### src/rtl/dir_pkg.sv
package dir_pkg;
  typedef enum logic [1:0] {ST_UNC = 2'd0, ST_SHR = 2'd1, ST_DIR = 2'd2} dstate_e;
  typedef enum logic [1:0] {RQ_READ = 2'd0, RQ_RFO = 2'd1, RQ_WB = 2'd2} rq_e;
  typedef enum logic [1:0] {AK_INV = 2'd0, AK_WB = 2'd1, AK_XFER = 2'd2} ak_e;
  typedef enum logic [2:0] {
    MS_DATA = 3'd0, MS_OWN = 3'd1, MS_NACK = 3'd2, MS_INVAL = 3'd3,
    MS_FWD_RD = 3'd4, MS_FWD_RFO = 3'd5, MS_WB_ACK = 3'd6, MS_HOME_DONE = 3'd7
  } msg_e;
  typedef enum logic [2:0] {
    PK_NONE = 3'd0, PK_RD_FWD = 3'd1, PK_RFO_INV = 3'd2, PK_RFO_FWD = 3'd3,
    PK_HOME_RD = 3'd4, PK_HOME_INV = 3'd5
  } pend_e;
  typedef enum logic [1:0] {EN_IDLE = 2'd0, EN_EMIT = 2'd1, EN_FAN = 2'd2} eng_e;
endpackage

### src/rtl/dir_lowest_set.sv
module dir_lowest_set #(
  parameter int W = 4,
  localparam int IW = (W > 1) ? $clog2(W) : 1
) (
  input  logic [W-1:0]  mask,
  output logic [IW-1:0] idx,
  output logic          any
);
  always_comb begin
    idx = '0;
    any = 1'b0;
    for (int i = W - 1; i >= 0; i--) begin
      if (mask[i]) begin
        idx = IW'(i);
        any = 1'b1;
      end
    end
  end

  // the chosen index must point at a set bit (supports R3 ordering)
  always_comb begin
    if (any) begin
      assert_pick_in_mask_R3: assert (mask[idx]);
    end
  end
endmodule

### src/rtl/dir_entry_ram.sv
module dir_entry_ram import dir_pkg::*; #(
  parameter int NODES  = 4,
  parameter int BLOCKS = 8,
  localparam int AW = $clog2(BLOCKS),
  localparam int NW = $clog2(NODES),
  localparam int CW = $clog2(NODES + 1)
) (
  input  logic             clk,
  input  logic             rst_n,
  input  logic [AW-1:0]    rd_addr,
  output dstate_e          rd_state,
  output logic [NODES-1:0] rd_sharers,
  output logic             rd_busy,
  output logic [CW-1:0]    rd_pend,
  output pend_e            rd_kind,
  output logic [NW-1:0]    rd_rq,
  output logic             rd_home,
  input  logic             wr_en,
  input  logic [AW-1:0]    wr_addr,
  input  dstate_e          wr_state,
  input  logic [NODES-1:0] wr_sharers,
  input  logic             wr_busy,
  input  logic [CW-1:0]    wr_pend,
  input  pend_e            wr_kind,
  input  logic [NW-1:0]    wr_rq,
  input  logic             wr_home
);
  dstate_e          st_q   [BLOCKS];
  logic [NODES-1:0] sh_q   [BLOCKS];
  logic             busy_q [BLOCKS];
  logic [CW-1:0]    pend_q [BLOCKS];
  pend_e            kind_q [BLOCKS];
  logic [NW-1:0]    rq_q   [BLOCKS];
  logic             home_q [BLOCKS];

  always_ff @(posedge clk) begin
    if (!rst_n) begin
      for (int b = 0; b < BLOCKS; b++) begin
        st_q[b]   <= ST_UNC;
        sh_q[b]   <= '0;
        busy_q[b] <= 1'b0;
        pend_q[b] <= '0;
        kind_q[b] <= PK_NONE;
        rq_q[b]   <= '0;
        home_q[b] <= 1'b0;
      end
    end else if (wr_en) begin
      st_q[wr_addr]   <= wr_state;
      sh_q[wr_addr]   <= wr_sharers;
      busy_q[wr_addr] <= wr_busy;
      pend_q[wr_addr] <= wr_pend;
      kind_q[wr_addr] <= wr_kind;
      rq_q[wr_addr]   <= wr_rq;
      home_q[wr_addr] <= wr_home;
    end
  end

  assign rd_state   = st_q[rd_addr];
  assign rd_sharers = sh_q[rd_addr];
  assign rd_busy    = busy_q[rd_addr];
  assign rd_pend    = pend_q[rd_addr];
  assign rd_kind    = kind_q[rd_addr];
  assign rd_rq      = rq_q[rd_addr];
  assign rd_home    = home_q[rd_addr];

  for (genvar b = 0; b < BLOCKS; b++) begin : g_chk
    assert_single_owner_R13: assert property (@(posedge clk) disable iff (!rst_n)
      (st_q[b] == ST_DIR) |-> ($countones(sh_q[b]) == 1));
    assert_busy_counts_R7: assert property (@(posedge clk) disable iff (!rst_n)
      busy_q[b] |-> (pend_q[b] != '0) && (kind_q[b] != PK_NONE));
    assert_uncached_empty_R1: assert property (@(posedge clk) disable iff (!rst_n)
      (st_q[b] == ST_UNC) |-> (sh_q[b] == '0));
  end
endmodule

### src/rtl/dir_home_ctrl.sv
module dir_home_ctrl import dir_pkg::*; #(
  parameter int NODES  = 4,
  parameter int BLOCKS = 8,
  localparam int AW = $clog2(BLOCKS),
  localparam int NW = $clog2(NODES),
  localparam int CW = $clog2(NODES + 1)
) (
  input  logic          clk,
  input  logic          rst_n,
  input  logic          req_valid,
  output logic          req_ready,
  input  logic [1:0]    req_type,
  input  logic [AW-1:0] req_addr,
  input  logic [NW-1:0] req_src,
  input  logic          req_home,
  input  logic          ack_valid,
  output logic          ack_ready,
  input  logic [1:0]    ack_type,
  input  logic [AW-1:0] ack_addr,
  input  logic [NW-1:0] ack_src,
  output logic          out_valid,
  input  logic          out_ready,
  output logic [2:0]    out_type,
  output logic [AW-1:0] out_addr,
  output logic [NW-1:0] out_tgt,
  output logic [NW-1:0] out_rqstr,
  output logic          out_home,
  output logic          out_data
);
  function automatic logic [CW-1:0] pop_nodes(input logic [NODES-1:0] v);
    logic [CW-1:0] c;
    c = '0;
    for (int i = 0; i < NODES; i++) c = c + CW'(v[i]);
    return c;
  endfunction

  eng_e             eng_q;
  logic [2:0]       o_type_q;
  logic [AW-1:0]    o_addr_q;
  logic [NW-1:0]    o_tgt_q, o_rq_q;
  logic             o_home_q, o_data_q;
  logic [NODES-1:0] fan_mask_q;

  logic             take_ack, take_req;
  logic [AW-1:0]    sel_addr;
  dstate_e          rd_state, wr_state;
  logic [NODES-1:0] rd_sharers, wr_sharers;
  logic             rd_busy, wr_busy, rd_home, wr_home, wr_en;
  logic [CW-1:0]    rd_pend, wr_pend;
  pend_e            rd_kind, wr_kind;
  logic [NW-1:0]    rd_rq, wr_rq;

  logic [NW-1:0]    owner_idx, fan_idx;
  logic             owner_any, fan_any;
  logic [NODES-1:0] src_bit, rq_bit, others, fan_left;

  logic             go_emit, go_fan;
  msg_e             n_type;
  logic [NW-1:0]    n_tgt, n_rq;
  logic             n_home;
  logic [NODES-1:0] n_mask;

  // acknowledgements drain first so pending transactions can always close
  assign ack_ready = (eng_q == EN_IDLE);
  assign req_ready = (eng_q == EN_IDLE) && !ack_valid;
  assign take_ack  = ack_ready && ack_valid;
  assign take_req  = req_ready && req_valid;
  assign sel_addr  = ack_valid ? ack_addr : req_addr;

  dir_entry_ram #(.NODES(NODES), .BLOCKS(BLOCKS)) u_ram (
    .clk(clk), .rst_n(rst_n), .rd_addr(sel_addr),
    .rd_state(rd_state), .rd_sharers(rd_sharers), .rd_busy(rd_busy),
    .rd_pend(rd_pend), .rd_kind(rd_kind), .rd_rq(rd_rq), .rd_home(rd_home),
    .wr_en(wr_en), .wr_addr(sel_addr), .wr_state(wr_state),
    .wr_sharers(wr_sharers), .wr_busy(wr_busy), .wr_pend(wr_pend),
    .wr_kind(wr_kind), .wr_rq(wr_rq), .wr_home(wr_home)
  );

  dir_lowest_set #(.W(NODES)) u_owner_pick (
    .mask(rd_sharers), .idx(owner_idx), .any(owner_any)
  );
  dir_lowest_set #(.W(NODES)) u_fan_pick (
    .mask(fan_mask_q), .idx(fan_idx), .any(fan_any)
  );

  assign src_bit  = NODES'(1) << req_src;
  assign rq_bit   = NODES'(1) << rd_rq;
  assign others   = rd_sharers & ~src_bit;
  assign fan_left = fan_mask_q & ~(NODES'(1) << fan_idx);

  always_comb begin
    wr_en      = 1'b0;
    wr_state   = rd_state;
    wr_sharers = rd_sharers;
    wr_busy    = rd_busy;
    wr_pend    = rd_pend;
    wr_kind    = rd_kind;
    wr_rq      = rd_rq;
    wr_home    = rd_home;
    go_emit    = 1'b0;
    go_fan     = 1'b0;
    n_type     = MS_NACK;
    n_tgt      = req_src;
    n_rq       = req_src;
    n_home     = req_home;
    n_mask     = '0;
    if (take_ack) begin
      n_tgt  = rd_rq;
      n_rq   = rd_rq;
      n_home = rd_home;
      if (rd_busy) begin
        case (ack_type)
          AK_INV: begin
            if (rd_kind == PK_RFO_INV || rd_kind == PK_HOME_INV) begin
              wr_en   = 1'b1;
              wr_pend = rd_pend - CW'(1);
              if (rd_pend == CW'(1)) begin
                wr_busy = 1'b0;
                wr_kind = PK_NONE;
                go_emit = 1'b1;
                if (rd_kind == PK_RFO_INV) begin
                  wr_state   = ST_DIR;
                  wr_sharers = rq_bit;
                  n_type     = MS_OWN;
                end else begin
                  wr_state   = ST_UNC;
                  wr_sharers = '0;
                  n_type     = MS_HOME_DONE;
                end
              end
            end
          end
          AK_WB: begin
            if (rd_kind == PK_RD_FWD || rd_kind == PK_HOME_RD) begin
              wr_en    = 1'b1;
              wr_busy  = 1'b0;
              wr_pend  = '0;
              wr_kind  = PK_NONE;
              wr_state = ST_SHR;
              if (rd_kind == PK_RD_FWD) begin
                wr_sharers = rd_sharers | rq_bit;
              end else begin
                go_emit = 1'b1;
                n_type  = MS_HOME_DONE;
              end
            end
          end
          AK_XFER: begin
            if (rd_kind == PK_RFO_FWD && ack_src == rd_rq) begin
              wr_en      = 1'b1;
              wr_busy    = 1'b0;
              wr_pend    = '0;
              wr_kind    = PK_NONE;
              wr_state   = ST_DIR;
              wr_sharers = rq_bit;
            end
          end
          default: ;
        endcase
      end
    end else if (take_req) begin
      if (rd_busy) begin
        go_emit = 1'b1;
        n_type  = MS_NACK;
      end else if (req_home) begin
        case (req_type)
          RQ_READ: begin
            go_emit = 1'b1;
            if (rd_state == ST_DIR) begin
              n_type  = MS_FWD_RD;
              n_tgt   = owner_idx;
              wr_en   = 1'b1;
              wr_busy = 1'b1;
              wr_pend = CW'(1);
              wr_kind = PK_HOME_RD;
              wr_rq   = req_src;
              wr_home = 1'b1;
            end else begin
              n_type = MS_HOME_DONE;
            end
          end
          RQ_RFO: begin
            if (owner_any) begin
              go_fan  = 1'b1;
              n_mask  = rd_sharers;
              wr_en   = 1'b1;
              wr_busy = 1'b1;
              wr_pend = pop_nodes(rd_sharers);
              wr_kind = PK_HOME_INV;
              wr_rq   = req_src;
              wr_home = 1'b1;
            end else begin
              go_emit = 1'b1;
              n_type  = MS_HOME_DONE;
            end
          end
          default: begin
            go_emit = 1'b1;
            n_type  = MS_HOME_DONE;
          end
        endcase
      end else begin
        case (req_type)
          RQ_READ: begin
            go_emit = 1'b1;
            if (rd_state == ST_DIR && owner_idx != req_src) begin
              n_type  = MS_FWD_RD;
              n_tgt   = owner_idx;
              wr_en   = 1'b1;
              wr_busy = 1'b1;
              wr_pend = CW'(1);
              wr_kind = PK_RD_FWD;
              wr_rq   = req_src;
              wr_home = 1'b0;
            end else begin
              n_type = MS_DATA;
              if (rd_state != ST_DIR) begin
                wr_en      = 1'b1;
                wr_state   = ST_SHR;
                wr_sharers = rd_sharers | src_bit;
              end
            end
          end
          RQ_RFO: begin
            if (rd_state == ST_DIR && owner_idx != req_src) begin
              go_emit = 1'b1;
              n_type  = MS_FWD_RFO;
              n_tgt   = owner_idx;
              wr_en   = 1'b1;
              wr_busy = 1'b1;
              wr_pend = CW'(1);
              wr_kind = PK_RFO_FWD;
              wr_rq   = req_src;
              wr_home = 1'b0;
            end else if (others != '0) begin
              go_fan  = 1'b1;
              n_mask  = others;
              wr_en   = 1'b1;
              wr_busy = 1'b1;
              wr_pend = pop_nodes(others);
              wr_kind = PK_RFO_INV;
              wr_rq   = req_src;
              wr_home = 1'b0;
            end else begin
              go_emit    = 1'b1;
              n_type     = MS_OWN;
              wr_en      = 1'b1;
              wr_state   = ST_DIR;
              wr_sharers = src_bit;
            end
          end
          RQ_WB: begin
            go_emit = 1'b1;
            n_type  = MS_WB_ACK;
            if (rd_state == ST_DIR && owner_idx == req_src) begin
              wr_en      = 1'b1;
              wr_state   = ST_UNC;
              wr_sharers = '0;
            end
          end
          default: begin
            go_emit = 1'b1;
            n_type  = MS_NACK;
          end
        endcase
      end
    end
  end

  always_ff @(posedge clk) begin
    if (!rst_n) begin
      eng_q      <= EN_IDLE;
      o_type_q   <= '0;
      o_addr_q   <= '0;
      o_tgt_q    <= '0;
      o_rq_q     <= '0;
      o_home_q   <= 1'b0;
      o_data_q   <= 1'b0;
      fan_mask_q <= '0;
    end else begin
      case (eng_q)
        EN_IDLE: begin
          if (go_emit) begin
            eng_q    <= EN_EMIT;
            o_type_q <= n_type;
            o_addr_q <= sel_addr;
            o_tgt_q  <= n_tgt;
            o_rq_q   <= n_rq;
            o_home_q <= n_home;
            o_data_q <= (n_type == MS_DATA) || (n_type == MS_OWN);
          end else if (go_fan) begin
            eng_q      <= EN_FAN;
            o_type_q   <= MS_INVAL;
            o_addr_q   <= sel_addr;
            o_rq_q     <= n_rq;
            o_home_q   <= n_home;
            o_data_q   <= 1'b0;
            fan_mask_q <= n_mask;
          end
        end
        EN_EMIT: begin
          if (out_ready) eng_q <= EN_IDLE;
        end
        EN_FAN: begin
          if (out_ready) begin
            fan_mask_q <= fan_left;
            if (fan_left == '0) eng_q <= EN_IDLE;
          end
        end
        default: eng_q <= EN_IDLE;
      endcase
    end
  end

  assign out_valid = (eng_q != EN_IDLE);
  assign out_type  = o_type_q;
  assign out_addr  = o_addr_q;
  assign out_tgt   = (eng_q == EN_FAN) ? fan_idx : o_tgt_q;
  assign out_rqstr = o_rq_q;
  assign out_home  = o_home_q;
  assign out_data  = o_data_q;

  assert_out_hold_R11: assert property (@(posedge clk) disable iff (!rst_n)
    (out_valid && !out_ready) |=> (out_valid && $stable(out_type) && $stable(out_addr)
      && $stable(out_tgt) && $stable(out_rqstr) && $stable(out_home)));
  assert_fan_nonempty_R3: assert property (@(posedge clk) disable iff (!rst_n)
    (eng_q == EN_FAN) |-> fan_any);
  assert_nack_no_write_R7: assert property (@(posedge clk) disable iff (!rst_n)
    (take_req && rd_busy) |-> !wr_en);
endmodule

### config.mk
export PLATFORM = sky130hd
export DESIGN_NAME = dir_home_ctrl
export DESIGN_NICKNAME = d
export VERILOG_FILES = /design/src/rtl/dir_pkg.sv /design/src/rtl/dir_lowest_set.sv /design/src/rtl/dir_entry_ram.sv /design/src/rtl/dir_home_ctrl.sv
export SDC_FILE = /design/constraint.sdc
export NUM_CORES = 1
export LEC_CHECK = 0
export ABC_AREA = 1
export BUFFER_PORTS_ARGS = -buffer_cell sky130_fd_sc_hd__buf_2
export CAP_MARGIN = 20
export CORE_MARGIN = 2
export CORE_UTILIZATION = 59
export DETAILED_ROUTE_END_ITERATION = 8
export MAX_ROUTING_LAYER = met4
export PLACE_DENSITY = 0.8
export SLEW_MARGIN = 10
export SYNTH_ARGS = -nofsm -noshare
export SYNTH_HDL_FRONTEND = slang
export SYNTH_SLANG_ARGS = --single-unit
### constraint.sdc
create_clock -name clk -period 5 [get_ports clk]
set_input_delay 0 -clock clk [delete_from_list [all_inputs] [get_ports clk]]
set_output_delay 0 -clock clk [all_outputs]
set_load 0.02 [all_outputs]
==> results of run 1 <==
[worst min-delay path: stages]
cell	delay [ns]
buf_2	0.23
a21oi_1	0.14
a21oi_1	0.14
[registers in the layout, indices dropped and copies added, names as in the netlist]
signal and flops:
u_ram.kind_q 24, out_data 1, out_addr 3, eng_q 2, u_ram.sh_q 32, out_home 1
u_ram.busy_q 8, u_ram.pend_q 24, u_ram.st_q 16, u_ram.rq_q 16, o_tgt_q 2, out_rqstr 2
fan_mask_q 4, out_type 3, u_ram.home_q 8
[timing repair]
action	in CTS	in global routing
setup buffers	0	0
endpoints found under the hold margin	2	0
hold buffers	1	0
[layer usage]
| metal | part of all wire, % | global-route usage, % | vias up | wire length [um] |
|---|---|---|---|---|
| met5 | 0 | - | - | 0 |
| met4 | 4.1 | 15.49 | 0 | 1069 |
| met3 | 10 | 8.002 | 86 | 2695 |
| met2 | 46 | 51.29 | 548 | 11810 |
| met1 | 40 | 45.31 | 3743 | 10330 |
| li1 | - | - | 3822 | - |
[logic make-up after synthesis]
kind of cell    Yosys count  synth area share, %
buf+inv                 147                7.816
flops                   146                46.35
compound gates          144                9.422
simple gates            710                34.85
fa+ha+maj                 9                1.463
xor+xnor                  1               0.1004
[through the flow]
stage	total power, mW	std cells	instance area (um2)	setup slack (ns)
floorplan	1.836	1157	8725	1.921
global placement	2.018	1342	8914	0.9336
detailed placement	2.021	1342	8914	0.9508
CTS	3.462	1375	9597	1.302
global route	3.598	1375	9597	0.9587
finish	3.484	1375	9597	1.252
[synth_stat cells (5+ instances only)]
cell	n
inv_1	89
ha_1	7
nand3_2	6
edfxtp_1	112
o22ai_1	5
nand3_1	65
buf_4	6
inv_2	12
o21ai_1	11
nand2_2	13
o21ai_0	46
nor3_1	5
buf_2	13
nand4_1	26
dfxtp_1	34
buf_6	10
nor2_4	5
nor2_2	7
a22oi_1	5
nand2_1	376
a21oi_1	55
nor2_1	195
clkbuf_1	12
[cell type report]
cell class | count | area (um2)
Tap cell | 184 | 230.2
Inverter | 104 | 395.4
Multi-Input combinational cell | 864 | 3999
Clock buffer | 17 | 425.4
Fill cell | 1240 | 4882
Clock inverter | 15 | 247.7
Timing Repair Buffer | 45 | 255.2
Sequential cell | 146 | 4044
[worst max path at each step]
stage | from | end | slack (ns) | depth (start not counted)
after floorplan | eng_q[1] | u_ram.kind_q[6][0] | 1.92 | 9
after global placement | ack_valid | u_ram.st_q[5][0] | 0.93 | 20
after detailed placement | ack_valid | u_ram.st_q[5][0] | 0.95 | 20
after CTS | u_ram.rq_q[5][0] | u_ram.sh_q[5][3] | 1.30 | 14
after global routing | ack_valid | u_ram.rq_q[5][1] | 0.96 | 20
final | u_ram.rq_q[5][0] | u_ram.sh_q[5][3] | 1.25 | 14
[power breakdown]
group / internal (mW) / switching (mW)
clock: 0.904 / 0.561
sequential: 1.36 / 0.0238
combinational: 0.158 / 0.479
==> out/summary.txt, run 1 <==
Status - finished, final reports clean
Global-route wire length before repair - 41080 um
Top cell by count, worst path - nand2_1
Share of layout cells above drive strength 1 - 11.34%
Pwr Density - 363.1 nW/um2
Synth cell types - 48
Post-Syn Nets - 1186
Worst setup EP type - flip-flop
Final net count - 1207
Final ANT Viol Nets - 0
CP Cell Sequence - nand2_1 > a21oi_1 > o21ai_1 > nand2_1 > inv_2 > nand2_1 > nand2_1 > nand3b_1 > nand2_2 > nand3_4 > a21oi_4 > buf_4 > nand3_4 > nand2_1
Minimum clock period - 3.748 ns
Hold Fails Final Rpt - 0
Row cnt - 44
Setup TNS - 0 ns
RePlAce Congestion - 1.053
Ranking of synthesized cells by area - edfxtp_1, nand2_1, nor2_1, dfxtp_1, inv_1
Num Clock Sinks - 146
Worst-case clock skew - 0.009258 ns
Reg clk slew, reported paths - 0.06 ns
Asr flop ratio synth - 0%
Via count - 8199
Synthesized cell area - 8725 um2
CP Max Fanout - 17
Main synth FF type - edfxtp_1
Crit share post-route - 74.95%
Ys Warns - 0
Slew headroom - 43.07%
Worst hold endpoint - out_rqstr[1]
Number of global-route vias before repair - 7700
EDFF count, synth - 112
CTS root buffer - clkbuf_16
DR iter-0 viols - 959
Worst Reg-to-Reg Cells - 14
Vias per cell - 5.963
RSZ-0062 raised after global routing - false
Hold Crit Depth - 3
ANT cells - 0
Iteration count of the initial detailed-routing pass - 6
Largest area contributor in the netlist - edfxtp_1
Reg2reg end - u_ram.sh_q[5][3]
Clock latency on the worst-skew pair - 0.43 ns
Max Freq - 266.8 MHz
Hold Crit Start - req_src[1]
VDD IR max - 0.0003338 V
DR DRC count - 0
Commonest non-fill, non-tap cell in the layout - nand2_1
Pin count of the biggest net entering global routing - 52
Data arrival time of the critical path - 3.81 ns
Reg2reg setup slack - 1.25 ns
Slew of the pin with the lowest slew margin - 0.8482 ns
Die Area - 15780 um2
MaxCap Viol Count - 0
Floorplan Core Area - 14480 um2
TritonCTS clock tree - yes
Synth Instances - 1157
Die X - 125.6 um
Synthesized area per cell - 7.541 um2
Final Setup Violations - 0
Critical path's top delay family - simple AND/OR/NAND/NOR gates
RR Startpoint - u_ram.rq_q[5][0]
IO Port Bufs - 34
Top-area cell type share of the netlist area - 38.55%
Synthesis-to-finish area growth - 9.996%
Die height - 125.6 um
Leak - 4.308 nW
Critical Path RT - 5.06 ns
Seq/Total Area, Yosys - 46.35%
Post-cts resize count - 0
Hpwl dp - 18320 um
Crit path kind - flip-flop to flip-flop
Fin. max-slew vios - 0
GRT Util Overall - 34.52%
Slowest stage delay, CP - 0.57 ns
WP buf/inv - 2
Drt total wl - 25910 um
Io pins - 35
Worst hold-check path type - input port to flip-flop
Number of buffers created by CTS - 17
Final hold slack - 0.1204 ns
GR Overflow Total - 0
Most frequent cells in the layout - nand2_1, nor2_1, edfxtp_1, inv_1, nand3_1
Clk buf depth - 2
Max stage delay cell, worst path - nand2_1
Util after Layout - 66.28%
Starting Density - 60.26%
Htree depth - 4
Setup crit start kind - flip-flop
Initial antenna violation count - 0
Yosys reg bits - 146
Drt wl/cell - 18.84 um
(Power assumes the default switching activity.)
==> inputs of run 2 (changes only) <==
- ABC_AREA: 1 -> 0
- clock period: 5 -> 3.79 ns (I/O delays scaled with it)
==> run 2 against run 1 <==
Global-route usage increased by 2.1 points. Routed wire length increased by 6.4%. Final area rose by 5.6%. Count of clock-buffer cells in the layout rose by 1. Setup slack worse by 1.1 ns. Register-to-register slack got worse by 0.95 ns. Clock power rose by 14%.
==> out/summary.txt, run 2 <==
Worst-case clock skew - 0.009794 ns
Top-area cell type share of the netlist area - 39.40%
Die height - 124.3 um
P_int - 3.089 mW
Max stage delay cell, worst path - nor4_1
Final WS setup - 0.1483 ns
Yosys reg bits - 146
Starting Density - 61.03%
Worst setup EP type - flip-flop
Asr flop ratio synth - 0%
Met3 wire len - 3575 um
Io pins - 35
Worst hold-check path type - input port to flip-flop
WP buf/inv - 4
Global-route wire length before repair - 42250 um
Met2 Routed Length - 12430 um
Count leader, synth - nor2_1
Number of global-route vias before repair - 7460
Clk buf depth - 2
Synthesized area per cell - 9.801 um2
Ys Warns - 0
Status - finished, final reports clean
Pin count of the biggest net entering global routing - 36
Final net count - 1016
Hpwl dp - 20140 um
Top Metal Used - met4
Final ANT Viol Nets - 0
Largest reg by FF count - u_ram.sh_q
Reg clk slew, reported paths - 0.06 ns
Main synth FF type - edfxtp_1
Largest area contributor in the netlist - edfxtp_1
Synthesized cell area - 8537 um2
Top cell by count, worst path - buf_4
Leak - 4.028 nW
Fin. max-slew vios - 0
Post-cts resize count - 0
Die X - 124.3 um
Post-Syn Nets - 900
IO Port Bufs - 34
Iteration count of the initial detailed-routing pass - 6
Initial antenna violation count - 1
MaxCap Viol Count - 0
Sw power - 1.320 mW
Logic pwr share - 21.4%
Share of layout cells above drive strength 1 - 22.30%
Row cnt - 43
Clock latency on the worst-skew pair - 0.44 ns
Ranking of synthesized cells by area - edfxtp_1, dfxtp_1, nor2_1, nand2_1, mux2i_1
Synthesis-to-finish area growth - 18.72%
Drt wl/cell - 23.35 um
Wire length on met1 - 10400 um
Floorplan Core Area - 13990 um2
CP Cell Sequence - buf_2 > buf_4 > mux2_4 > mux2_1 > a221o_1 > a211oi_1 > buf_4 > nor2b_1 > nand3_1 > o21ai_0 > buf_4 > nand2_1 > nor4_1 > a31o_2
Synth cell types - 94
Largest registers - u_ram.sh_q: 32 flops, u_ram.kind_q: 24 flops, u_ram.pend_q: 24 flops
DR DRC count - 0
Util after Layout - 72.45%
RSZ-0062 raised after global routing - false
Num Clock Sinks - 146
Final Setup Violations - 0
Most frequent cells after synthesis - nor2_1, edfxtp_1, nand2_1
Minimum clock period - 3.642 ns
CP Max Fanout - 13
Slowest stage delay, CP - 0.60 ns
Reg power frac - 40.7%
VDD IR max - 0.0004243 V
Die Area - 15450 um2
Hold Fails Final Rpt - 0
Slew headroom - 37.26%
Number of flip-flops in the largest register - 32
DR iter-0 viols - 1392
Synth Instances - 871
RePlAce Congestion - 1.053
Post CTS Setup Buffer Count - 0
Slew of the pin with the lowest slew margin - 0.9411 ns
Seq/Total Area, Yosys - 47.37%
Net Sw Frac - 29.94%
Via count - 7923
Max Freq - 274.6 MHz
Vias per cell - 6.709
Critical path's top delay family - simple AND/OR/NAND/NOR gates
Commonest non-fill, non-tap cell in the layout - nor2_1
Setup crit start kind - input port
GR Overflow Total - 0
EDFF count, synth - 112
Crit share post-route - 96.09%
Critical Path RT - 4.17 ns
Pwr Density - 435.1 nW/um2
Post-place setup slack - -0.04574 ns
Data arrival time of the critical path - 4.02 ns
Drt total wl - 27570 um
Number of buffers created by CTS - 17
Htree depth - 4
TritonCTS clock tree - yes
CTS root buffer - clkbuf_16
Crit path kind - input port to flip-flop
GRT Util Overall - 36.65%
# fillers - 1004
Most frequent cells in the layout - nor2_1, edfxtp_1, buf_4, nand2_1, a21oi_1
Clock power frac - 37.9%
==> run 2: cell types whose count changed after synthesis, moves of 20 or more <==
cell	delta
nor2_1	-28
inv_1	-70
nand2_1	-282
nand4_1	-20
nand3_1	-38
mux2i_1	+34
==> run 2: power by group through the flow <==
stage	Combinational, mW	Clock (mW)	Sequential [mW]
4_1_cts	0.914	1.67	1.79
3_3_place_gp	0.895	0	1.83
2_1_floorplan	0.528	0	1.83
3_5_place_dp	0.904	0	1.83
6_report	0.944	1.67	1.80
5_1_grt	0.995	1.73	1.80
==> run 2: layout make-up <==
cell class / instances / area, um2 / share of cell area [%]
tap: 180 / 225.2 / 2.222
antenna: 1 / 2.502 / 0.02469
clock inverter: 14 / 155.1 / 1.531
inverter: 19 / 71.32 / 0.7037
clock buffer: 18 / 429.2 / 4.235
multi-input combinational: 654 / 4116 / 40.62
sequential: 146 / 4044 / 39.90
timing repair buffer: 149 / 1091 / 10.77
==> run 2: metrics by stage <==
step / cell area [um2] / total power, mW / instances / hold slack, ns / TNS [ns]
2_1_floorplan: 8537 / 2.358 / 871 / 0.1990 / 0
3_3_place_gp: 9518 / 2.722 / 1145 / 0.3431 / -0.06005
3_5_place_dp: 9518 / 2.732 / 1145 / 0.3494 / -0.05368
4_1_cts: 10130 / 4.375 / 1180 / 0.07427 / 0
5_1_grt: 10130 / 4.527 / 1181 / 0.1173 / 0
6_report: 10130 / 4.410 / 1181 / 0.09288 / 0
==> run 2: logic make-up after synthesis <==
family	synth area share, %
XOR/XNOR	0.2052
flip-flops	47.37
AO/OA/AOI/OAI	19.04
buffers and inverters	4.558
AND/OR/NAND/NOR	21.44
adder cells (fa/ha/maj)	1.612
multiplexers	5.774
==> run 2: worst reg2reg max path: cells and delay by family (launching register included) <==
family | cells | cell delay [ns]
mux | 1 | 0.48
flops | 1 | 0.36
compound gates | 6 | 1.90
simple gates | 2 | 0.30
buf+inv | 1 | 0.16
==> run 2: path summary, 6_finish.rpt <==
path	startpoint	endpoint	slack, ns	depth (start not counted)
worst max-delay path	ack_valid	fan_mask_q[2]	0.15	14
worst min register to register	u_ram.busy_q[4]	u_ram.busy_q[4]	0.46	2
worst min-delay path	req_src[0]	out_rqstr[0]	0.09	5
worst max register to register	u_ram.kind_q[7][1]	u_ram.kind_q[0][0]	0.30	10
==> run 2: timing repair <==
item,in CTS,in global routing
hold buffers,3,0
endpoints found under the setup margin,0,0
hold endpoints to repair,6,0
==> run 2: per-layer routing <==
metal / vias up / GRT usage [%]
li1: 3476 / -
met1: 3744 / 47.41
met2: 614 / 54.87
met3: 89 / 9.493
met4: 0 / 15.99
met5: - / -
